<file path="config.mk">
export PLATFORM = sky130hd
export DESIGN_NAME = msi_spi_frame
export DESIGN_NICKNAME = d
export VERILOG_FILES = /design/src/rtl/msi_frame_pkg.sv /design/src/rtl/msi_spi_decode.sv /design/src/rtl/msi_door_fsm.sv /design/src/rtl/msi_reg_read.sv /design/src/rtl/msi_spi_frame.sv
export SDC_FILE = /design/constraint.sdc
export NUM_CORES = 1
export LEC_CHECK = 0
export ABC_AREA = 1
export CORE_ASPECT_RATIO = 1.1
export CORE_UTILIZATION = 28
export DETAILED_ROUTE_END_ITERATION = 7
export PLACE_DENSITY = 0.76
export REMOVE_ABC_BUFFERS = 1
export SYNTH_ARGS = -nofsm -noshare
export SYNTH_HDL_FRONTEND = slang
export SYNTH_HIERARCHICAL = 1
export SYNTH_SLANG_ARGS = --single-unit
</file>
<file path="constraint.sdc">
create_clock -name clk -period 0.9 [get_ports clk]
set_input_delay 0.135 -clock clk [delete_from_list [all_inputs] [get_ports clk]]
set_output_delay 0.135 -clock clk [all_outputs]
set_load 0.01 [all_outputs]
</file>
<file path="src/rtl/msi_frame_pkg.sv">
package msi_frame_pkg;

    typedef enum logic [1:0] {
        DEC_ABS      = 2'd0,
        DEC_OFS_BASE = 2'd1,
        DEC_OFS_32   = 2'd2,
        DEC_ADDR     = 2'd3
    } dec_mode_e;

    typedef enum logic [1:0] {
        ST_IDLE   = 2'd0,
        ST_FIRE   = 2'd1,
        ST_REJECT = 2'd2
    } door_state_e;

    localparam int TYPE_OFS   = 'h008;
    localparam int DOOR_OFS   = 'h040;
    localparam int IDENT_OFS  = 'hFCC;
    localparam int SPI_FLOOR  = 32;
    localparam int SPI_CEIL   = 1019;

endpackage

</file>
<file path="src/rtl/msi_spi_decode.sv">
module msi_spi_decode
    import msi_frame_pkg::*;
#(
    parameter int        AW       = 12,
    parameter int        BASE_SPI = 40,
    parameter int        NUM_SPI  = 16,
    parameter dec_mode_e MODE     = DEC_ABS,
    parameter int        IW       = 4
) (
    input  logic          wr_en,
    input  logic [AW-1:0] wr_addr,
    input  logic [31:0]   wr_data,
    output logic          doorbell,
    output logic          in_win,
    output logic [IW-1:0] idx
);
    localparam logic [32:0] LO = 33'(BASE_SPI);
    localparam logic [32:0] HI = 33'(BASE_SPI + NUM_SPI);

    logic [32:0] spi_num;

    // The decoding variant is fixed at build time.
    generate
        if (MODE == DEC_ABS) begin : g_abs
            assign spi_num  = {1'b0, wr_data};
            assign doorbell = wr_en && (wr_addr == AW'(DOOR_OFS));
        end else if (MODE == DEC_OFS_BASE) begin : g_ofs_base
            assign spi_num  = {1'b0, wr_data} + LO;
            assign doorbell = wr_en && (wr_addr == AW'(DOOR_OFS));
        end else if (MODE == DEC_OFS_32) begin : g_ofs_32
            assign spi_num  = {1'b0, wr_data} + 33'(SPI_FLOOR);
            assign doorbell = wr_en && (wr_addr == AW'(DOOR_OFS));
        end else begin : g_addr
            assign spi_num  = 33'(wr_addr[AW-1:3]) + 33'(SPI_FLOOR);
            assign doorbell = wr_en;
        end
    endgenerate

    assign in_win = (spi_num >= LO) && (spi_num < HI);
    assign idx    = IW'(spi_num - LO);

endmodule

</file>
<file path="src/rtl/msi_door_fsm.sv">
module msi_door_fsm
    import msi_frame_pkg::*;
#(
    parameter int NUM_SPI = 16,
    parameter int IW      = 4
) (
    input  logic               clk,
    input  logic               rst,
    input  logic               doorbell,
    input  logic               in_win,
    input  logic [IW-1:0]      idx,
    input  logic               clr_req,
    output logic [NUM_SPI-1:0] spi_pulse,
    output logic               err_flag
);
    door_state_e   state_q, state_d;
    logic [IW-1:0] idx_q;

    always_comb begin
        if (doorbell)
            state_d = in_win ? ST_FIRE : ST_REJECT;
        else
            state_d = ST_IDLE;
    end

    always_ff @(posedge clk) begin
        if (rst) begin
            state_q <= ST_IDLE;
            idx_q   <= '0;
        end else begin
            state_q <= state_d;
            idx_q   <= idx;
        end
    end

    // A rejection in the same cycle as a clear keeps the flag set.
    always_ff @(posedge clk) begin
        if (rst)
            err_flag <= 1'b0;
        else if (state_d == ST_REJECT)
            err_flag <= 1'b1;
        else if (clr_req)
            err_flag <= 1'b0;
    end

    always_comb begin
        spi_pulse = '0;
        unique case (state_q)
            ST_FIRE:   spi_pulse[idx_q] = 1'b1;
            ST_IDLE:   spi_pulse = '0;
            ST_REJECT: spi_pulse = '0;
            default:   spi_pulse = '0;
        endcase
    end

endmodule

</file>
<file path="src/rtl/msi_reg_read.sv">
module msi_reg_read
    import msi_frame_pkg::*;
#(
    parameter int          AW       = 12,
    parameter int          BASE_SPI = 40,
    parameter int          NUM_SPI  = 16,
    parameter logic [31:0] IDENT    = 32'h0002_0A5B
) (
    input  logic          clk,
    input  logic          rst,
    input  logic          rd_en,
    input  logic [AW-1:0] rd_addr,
    output logic [31:0]   rd_data,
    output logic          type_rd
);
    localparam logic [31:0] TYPE_WORD = {6'd0, 10'(BASE_SPI), 6'd0, 10'(NUM_SPI)};

    assign type_rd = rd_en && (rd_addr == AW'(TYPE_OFS));

    always_ff @(posedge clk) begin
        if (rst) begin
            rd_data <= '0;
        end else if (rd_en) begin
            if (rd_addr == AW'(TYPE_OFS))
                rd_data <= TYPE_WORD;
            else if (rd_addr == AW'(IDENT_OFS))
                rd_data <= IDENT;
            else
                rd_data <= '0;
        end
    end

endmodule

</file>
<file path="src/rtl/msi_spi_frame.sv">
module msi_spi_frame
    import msi_frame_pkg::*;
#(
    parameter int          AW       = 12,
    parameter int          BASE_SPI = 40,
    parameter int          NUM_SPI  = 16,
    parameter dec_mode_e   MODE     = DEC_ABS,
    parameter logic [31:0] IDENT    = 32'h0002_0A5B
) (
    input  logic               clk,
    input  logic               rst,
    input  logic               wr_en,
    input  logic [AW-1:0]      wr_addr,
    input  logic [31:0]        wr_data,
    input  logic               rd_en,
    input  logic [AW-1:0]      rd_addr,
    output logic [31:0]        rd_data,
    output logic [NUM_SPI-1:0] spi_pulse,
    output logic               err_flag
);
    localparam int IW = (NUM_SPI > 1) ? $clog2(NUM_SPI) : 1;

    logic          doorbell;
    logic          in_win;
    logic [IW-1:0] idx;
    logic          type_rd;

    msi_spi_decode #(
        .AW(AW), .BASE_SPI(BASE_SPI), .NUM_SPI(NUM_SPI), .MODE(MODE), .IW(IW)
    ) u_decode (
        .wr_en(wr_en), .wr_addr(wr_addr), .wr_data(wr_data),
        .doorbell(doorbell), .in_win(in_win), .idx(idx)
    );

    msi_door_fsm #(.NUM_SPI(NUM_SPI), .IW(IW)) u_fsm (
        .clk(clk), .rst(rst), .doorbell(doorbell), .in_win(in_win),
        .idx(idx), .clr_req(type_rd), .spi_pulse(spi_pulse), .err_flag(err_flag)
    );

    msi_reg_read #(
        .AW(AW), .BASE_SPI(BASE_SPI), .NUM_SPI(NUM_SPI), .IDENT(IDENT)
    ) u_read (
        .clk(clk), .rst(rst), .rd_en(rd_en), .rd_addr(rd_addr),
        .rd_data(rd_data), .type_rd(type_rd)
    );

endmodule

</file>
==> results by group, run 1 <==
Status
  – Status: complete, but fails checks
  – Failing checks: negative setup slack

Logic synthesis
  – Area share of the largest cell type after synthesis: approximately a quarter
  – Seq/Total Area, Yosys: 19.68%
  – Synth Area per Inst: roughly 5.6 µm²
  – Synth Warn #: 6
  – Synthesis-stage register bit count: 10
  – Post-synth top area cell: buf_4
  – Syn Std Cell Area: 1017 µm²
  – Post-Synthesis Cells: about 180
  – Synth area leaders: buf_4 (24%), nor2_1 (21%), dfxtp_1 (20%)
  – Yosys cell types: 19

Final layout
  – Leading cell type in the layout, fill and taps excluded: nor2_1
  – Fraction of layout cells with a size suffix above 1: a little under a third
  – Antenna diodes: 0
  – Most frequent cells in the layout: nor2_1 (48), dlygate4sd2_1 (41), inv_1 (27), nand2_1 (25), conb_1 (22)
  – Layout Cells excl Fill: ~320
  – Fin nets: around 330
  – Area growth syn-to-layout: 84.99%

Timing
  – Worst setup margin: -369.9 ps
  – Final Hold Vio Count: 0
  – Min Hold Slack: 241.7 ps
  – RSZ-0062 raised after global routing: true
  – Fin crit share: 141.1%
  – Setup Viol. Count Final: 24
  – Max Slew Vio Count: 0
  – Minimum clock period: about 1300 ps
  – Peak Freq: 0.7874 GHz
  – Setup Skew: 0 ps

Power
  – Leak: between 1 and 1.5 nW
  – Power density over cell area: around 670 nW/µm²
  – Power Total: about 1.3 mW
  – Worst vdd ir: approximately 0.00022 V

Drt
  – Routed length per placed instance: 7.760 µm
  – Antenna-violating nets left: 0
  – Via count: roughly 1,200
  – Total Wirelength: approximately 2.5 mm
  – DR vias/cell: between 3 and 4
  – Initial DRC Count: 29
  – Remaining DRCs: 0
  – Drt pass-1 iters: 4

Clock tree
  – H-tree depth: 1
  – TritonCTS Buffers: 3
  – CTS sink cnt: 10
  – Cts hold-fix bufs: 0
  – Worst-Skew Late Latency: 260 ps
  – CTS tree: yes
  – Maximum root-to-sink buffer count: 2
  – Clock slew at reported path FFs: 60 ps
  – Root Driver: clkbuf_4

Global route
  – Vias in the first global route: 1,066
  – Overall global routing resource usage: about an eighth
  – Initial antenna violation count: 0
  – GR Overflow Total: 0
  – Largest net degree at the start of global routing: 9
  – First-pass GRT wire length: about 3.9 mm

Floorplan
  – Chip width: 59.47 µm
  – Die ar.: between 3000 and 4000 µm²
  – Core area: 3413 µm²
  – Rows: 22
  – Die height: around 65 µm
  – Effective utilization at floorplan: between 20% and 30%
  – # IOs: 109

Setup path
  – CP startpoint: u_fsm/state_q[0]
  – Setup crit start kind: flop
  – CP Capture Type: primary output
  – R2r startpoint: u_read/rd_data[17]
  – CP cell instances: inv_2 > nor2_4 > nand2_2 > nor2_1 > buf_2
  – Reg2reg setup slack: -10 ps
  – R2r worst-path depth: 5
  – Crit path largest cell delay: 320 ps
  – FF-to-FF End: u_read/rd_data[17]
  – Critical path class: reg -> out
  – Worst EP required: ~760 ps
  – Critical-path cell with the highest stage delay: dfxtp_2
  – Maximum fanout along the worst path: 5
  – CP arrival: ~1100 ps

Placed design
  – Dpl hpwl: 2.100 mm
  – Placed cell count: 312
  – Pre-CTS setup slack: -511.7 ps
  – Gpl congestion: roughly 0.73
  – Port bufs: between 80 and 90

Run
  – Max cap viols: 0

Hold path
  – Hold Crit Endpoint: u_fsm/state_q[0]
  – Hold path cells: 6
  – HP Start: wr_addr[4]
  – Hold Path Class: in -> reg
-- cell families after synthesis --
group	count (synthesis)	synth area share, %
AND/OR/NAND/NOR	104	42.56
buffers and inverters	63	35.18
flip-flops	10	19.68
AO/OA/AOI/OAI	4	2.214
other	1	0.3686
-- synth_stat cells (all sizes together) --
| library cell | instances |
|---|---|
| a21oi | 2 |
| buf | 32 |
| dfxtp | 10 |
| or2 | 1 |
| inv | 30 |
| nand3 | 5 |
| nand2 | 34 |
| conb | 1 |
| o21ai | 1 |
| clkbuf | 1 |
| nand4 | 2 |
| nor2 | 61 |
| nor3b | 1 |
| o21bai | 1 |
-- sequential cells by signal (all words and copies together), names as in the netlist --
name / cells
u_fsm/err_flag: 1
u_fsm/idx_q: 4
u_fsm/state_q: 2
u_read/rd_data: 3
-- worst max-delay path by stage --
stage,to,slack [ps]
final,spi_pulse[1],-370
after global routing,spi_pulse[1],-460
after CTS,spi_pulse[5],-400
after detailed placement,spi_pulse[0],-510
after global placement,spi_pulse[10],-460
after floorplan,u_read/rd_data[17],-150
-- area by class of cell --
type                    instances  area (µm²)
well taps                      48       60.06
multi-input cells             130       593.1
clock buffers                   4       36.28
repair buffers                 99       864.6
fillers                       373        1531
inverters                      30       112.6
flip-flops and latches         10       215.2
-- routing by layer --
layer / up-vias / wire length (µm) / global-route usage [%]
li1: 661 / - / -
met1: 503 / 945 / 12.46
met2: 72 / 1304 / 24.72
met3: 2 / 217 / 1.969
met4: 0 / 23 / 7.440
met5: - / 0 / 0
-- per-stage QoR --
step           setup TNS (ps)  util (%)  instance area, µm²
2_1_floorplan          -145.0         -               850.8
3_3_place_gp           -11610     53.67                1832
3_5_place_dp           -12010     53.67                1832
4_1_cts                 -6357     52.49                1792
5_1_grt                 -7432     55.13                1882
6_report                -5827     55.13                1882
-- power breakdown --
part	internal [mW]	total, mW	switching (mW)
Clock	0.246	0.399	0.154
Combinational	0.221	0.391	0.170
Sequential	0.454	0.467	0.0124
-- critical path: cells and delay by family (launching register included) --
family / cells / cell delay (ps)
simple gates: 3 / 390
flops: 1 / 320
buf+inv: 2 / 160
-- timing repair --
action | in CTS | in global routing
setup endpoints to repair | 32 | 30
gates cloned | 0 | 0
gates resized for setup | 183 | 31
setup buffers | 4 | 1
pin swaps | 51 | 26
Power figures use the tool's default switching activity.
==> inputs of run 2 (changes only) <==
--- a/config.mk
+++ b/config.mk
@@ -9,7 +9,8 @@
 export CORE_ASPECT_RATIO = 1.1
 export CORE_UTILIZATION = 28
 export DETAILED_ROUTE_END_ITERATION = 7
-export PLACE_DENSITY = 0.76
+export GPL_TIMING_DRIVEN = 0
+export PLACE_DENSITY_LB_ADDON = 0.08
 export REMOVE_ABC_BUFFERS = 1
 export SYNTH_ARGS = -nofsm -noshare
 export SYNTH_HDL_FRONTEND = slang
==> results by group, run 2 (synthesized netlist as in run 1, its figures left out) <==
Drt
  – Met3 routed WL: 196 µm (-9.7%)
  – Via count: 1,162 (-6.1%)
  – Antenna-violating nets left: 0 (unchanged)
  – Initial DRC Count: 42 (+45%)
  – Routed length per placed instance: 7.961 µm (+2.6%)
  – Metal2 WL: 1.256 mm (-3.7%)
  – DR vias/cell: 3.748 (-2.8%)
  – Remaining DRCs: 0 (unchanged)
  – Top routing layer in use: met4
  – Total Wirelength: 2.468 mm (-0.92%)
  – Drt pass-1 iters: 4 (unchanged)
  – Post-Route M1 WL: 1.002 mm (+6.0%)

Placed design
  – Dpl hpwl: 2.060 mm (-1.9%)
  – Placed standard-cell area: 1772 µm² (-3.3%)
  – Gpl congestion: 0.6645 (-9.5%)
  – Port bufs: 86 (unchanged)

Final layout
  – Antenna diodes: 0 (unchanged)
  – Largest reg by FF count: u_fsm/idx_q
  – Leading cell type in the layout, fill and taps excluded: nor2_1
  – Max reg flops: 4 (unchanged)
  – Fraction of layout cells with a size suffix above 1: 27.10% (-2.9 points)
  – Most frequent cells in the layout: nor2_1 (52), nand2_1 (28), inv_1 (25), dlygate4sd2_1 (23), conb_1 (22)
  – Area growth syn-to-layout: 73.19%
  – Largest regs: u_fsm/idx_q: 4 flops, u_read/rd_data: 3 flops, u_fsm/state_q: 2 flops
  – Final instance area: 1762 µm² (-6.4%)
  – Fin nets: 324 (-3.0%)

Timing
  – Fin crit share: 135.3% (-5.8 points)
  – Peak Freq: 0.8214 GHz (+4.3%)
  – RSZ-0062 raised after global routing: true
  – Min Hold Slack: 193.1 ps (-48.62 ps)
  – Setup Viol. Count Final: 23 (-4.2%)
  – Max Slew Vio Count: 0 (unchanged)
  – Minimum clock period: 1217 ps (-52.52 ps)
  – Worst setup margin: -317.4 ps (+52.52 ps)
  – Total negative setup slack: -5108 ps (+719.4 ps)
  – Final Hold Vio Count: 0 (unchanged)
  – Setup Skew: 0 ps (unchanged)

Clock tree
  – TritonCTS Buffers: 3 (unchanged)
  – CTS sink cnt: 10 (unchanged)
  – Root Driver: clkbuf_4
  – H-tree depth: 1 (unchanged)
  – Maximum root-to-sink buffer count: 2 (unchanged)
  – CTS tree: yes
  – Cts hold-fix bufs: 0 (unchanged)
  – Clock slew at reported path FFs: 60 ps (about the same)
  – Worst-Skew Late Latency: 260 ps (about the same)

Setup path
  – Setup crit start kind: flop
  – Crit path largest cell delay: 320 ps (about the same)
  – Worst EP required: 760 ps (about the same)
  – Crit path max-delay family: simple AND/OR/NAND/NOR gates
  – CP arrival: 1080 ps (-50 ps)
  – Critical-path cell with the highest stage delay: dfxtp_2
  – WP buf/inv: 2 (unchanged)
  – Maximum fanout along the worst path: 5 (unchanged)
  – CP Capture Type: primary output
  – CP cell instances: inv_2 > nor2_4 > nand2_2 > nor2_1 > buf_2
  – Critical path class: reg -> out

Floorplan
  – Core area: 3413 µm² (unchanged)
  – Rows: 22 (unchanged)
  – Die ar.: 3878 µm² (unchanged)
  – Die height: 65.22 µm (unchanged)
  – Effective utilization at floorplan: 29.80% (unchanged)
  – Chip width: 59.47 µm (unchanged)
  – # IOs: 109 (unchanged)

Global route
  – First-pass GRT wire length: 3.629 mm (-5.7%)
  – Initial antenna violation count: 0 (unchanged)
  – Largest net degree at the start of global routing: 12 (+3)
  – Overall global routing resource usage: 11.99% (-0.85 points)
  – Vias in the first global route: 969 (-9.1%)
  – GR Overflow Total: 0 (unchanged)

Power
  – Worst vdd ir: 0.0002468 V (+12%)
  – Leak: 0.9943 nW (-6.3%)
  – Power Total: 1.134 mW (-9.8%)
  – Power density over cell area: 643.6 nW/µm² (-3.6%)

Status
  – Failing checks: negative setup slack
  – Status: complete, but fails checks

Run
  – Max cap viols: 0 (unchanged)

Hold path
  – Hold Path Class: in -> reg
[run 2: power by group]
part | internal, mW | switching [mW]
registers | 0.454 | 0.0137
clock network | 0.154 | 0.138
logic | 0.207 | 0.167
[run 2: worst reg2reg max path, cell delays in order, from the launching register on]
cell     delay [ps]
dfxtp_4         410
nand2_1          70
a21oi_1         120
[run 2: cell type report]
class	count	area, µm²
Inverter	30	112.6
Fill cell	398	1652
Timing Repair Buffer	89	768.2
Sequential cell	10	215.2
Clock buffer	3	22.52
Tap cell	48	60.06
Multi-Input combinational cell	130	583.1
[run 2: routing by layer]
| layer | GRT usage (%) | up-vias |
|---|---|---|
| met5 | 0 | - |
| met4 | 5.357 | 0 |
| met3 | 2.559 | 2 |
| met2 | 21.21 | 53 |
| met1 | 13.43 | 470 |
| li1 | - | 637 |
[run 2: stage by stage]
step           worst slack, ps  cells  util (%)
4_1_cts                 -351.9    310     49.93
2_1_floorplan           -145.0    170         -
5_1_grt                 -422.7    310     51.61
3_5_place_dp            -480.3    304     51.91
6_report                -317.4    310     51.61
3_3_place_gp            -484.5    304     51.91
[run 2: final timing paths]
kind / start / endpoint / slack [ps] / cells after the start
max: u_fsm/state_q[0] / spi_pulse[3] / -320 / 5
min: rd_en / u_read/rd_data[19] / 190 / 2
max reg2reg: u_read/rd_data[17] / u_read/rd_data[17] / 220 / 2
min reg2reg: u_fsm/err_flag / u_fsm/err_flag / 470 / 2
[run 2: timing repair]
action | 4_1_cts | 5_1_grt
setup endpoints to repair | 31 | 28
setup buffers | 3 | 0
resized for setup | 178 | 51
pin swaps | 46 | 40
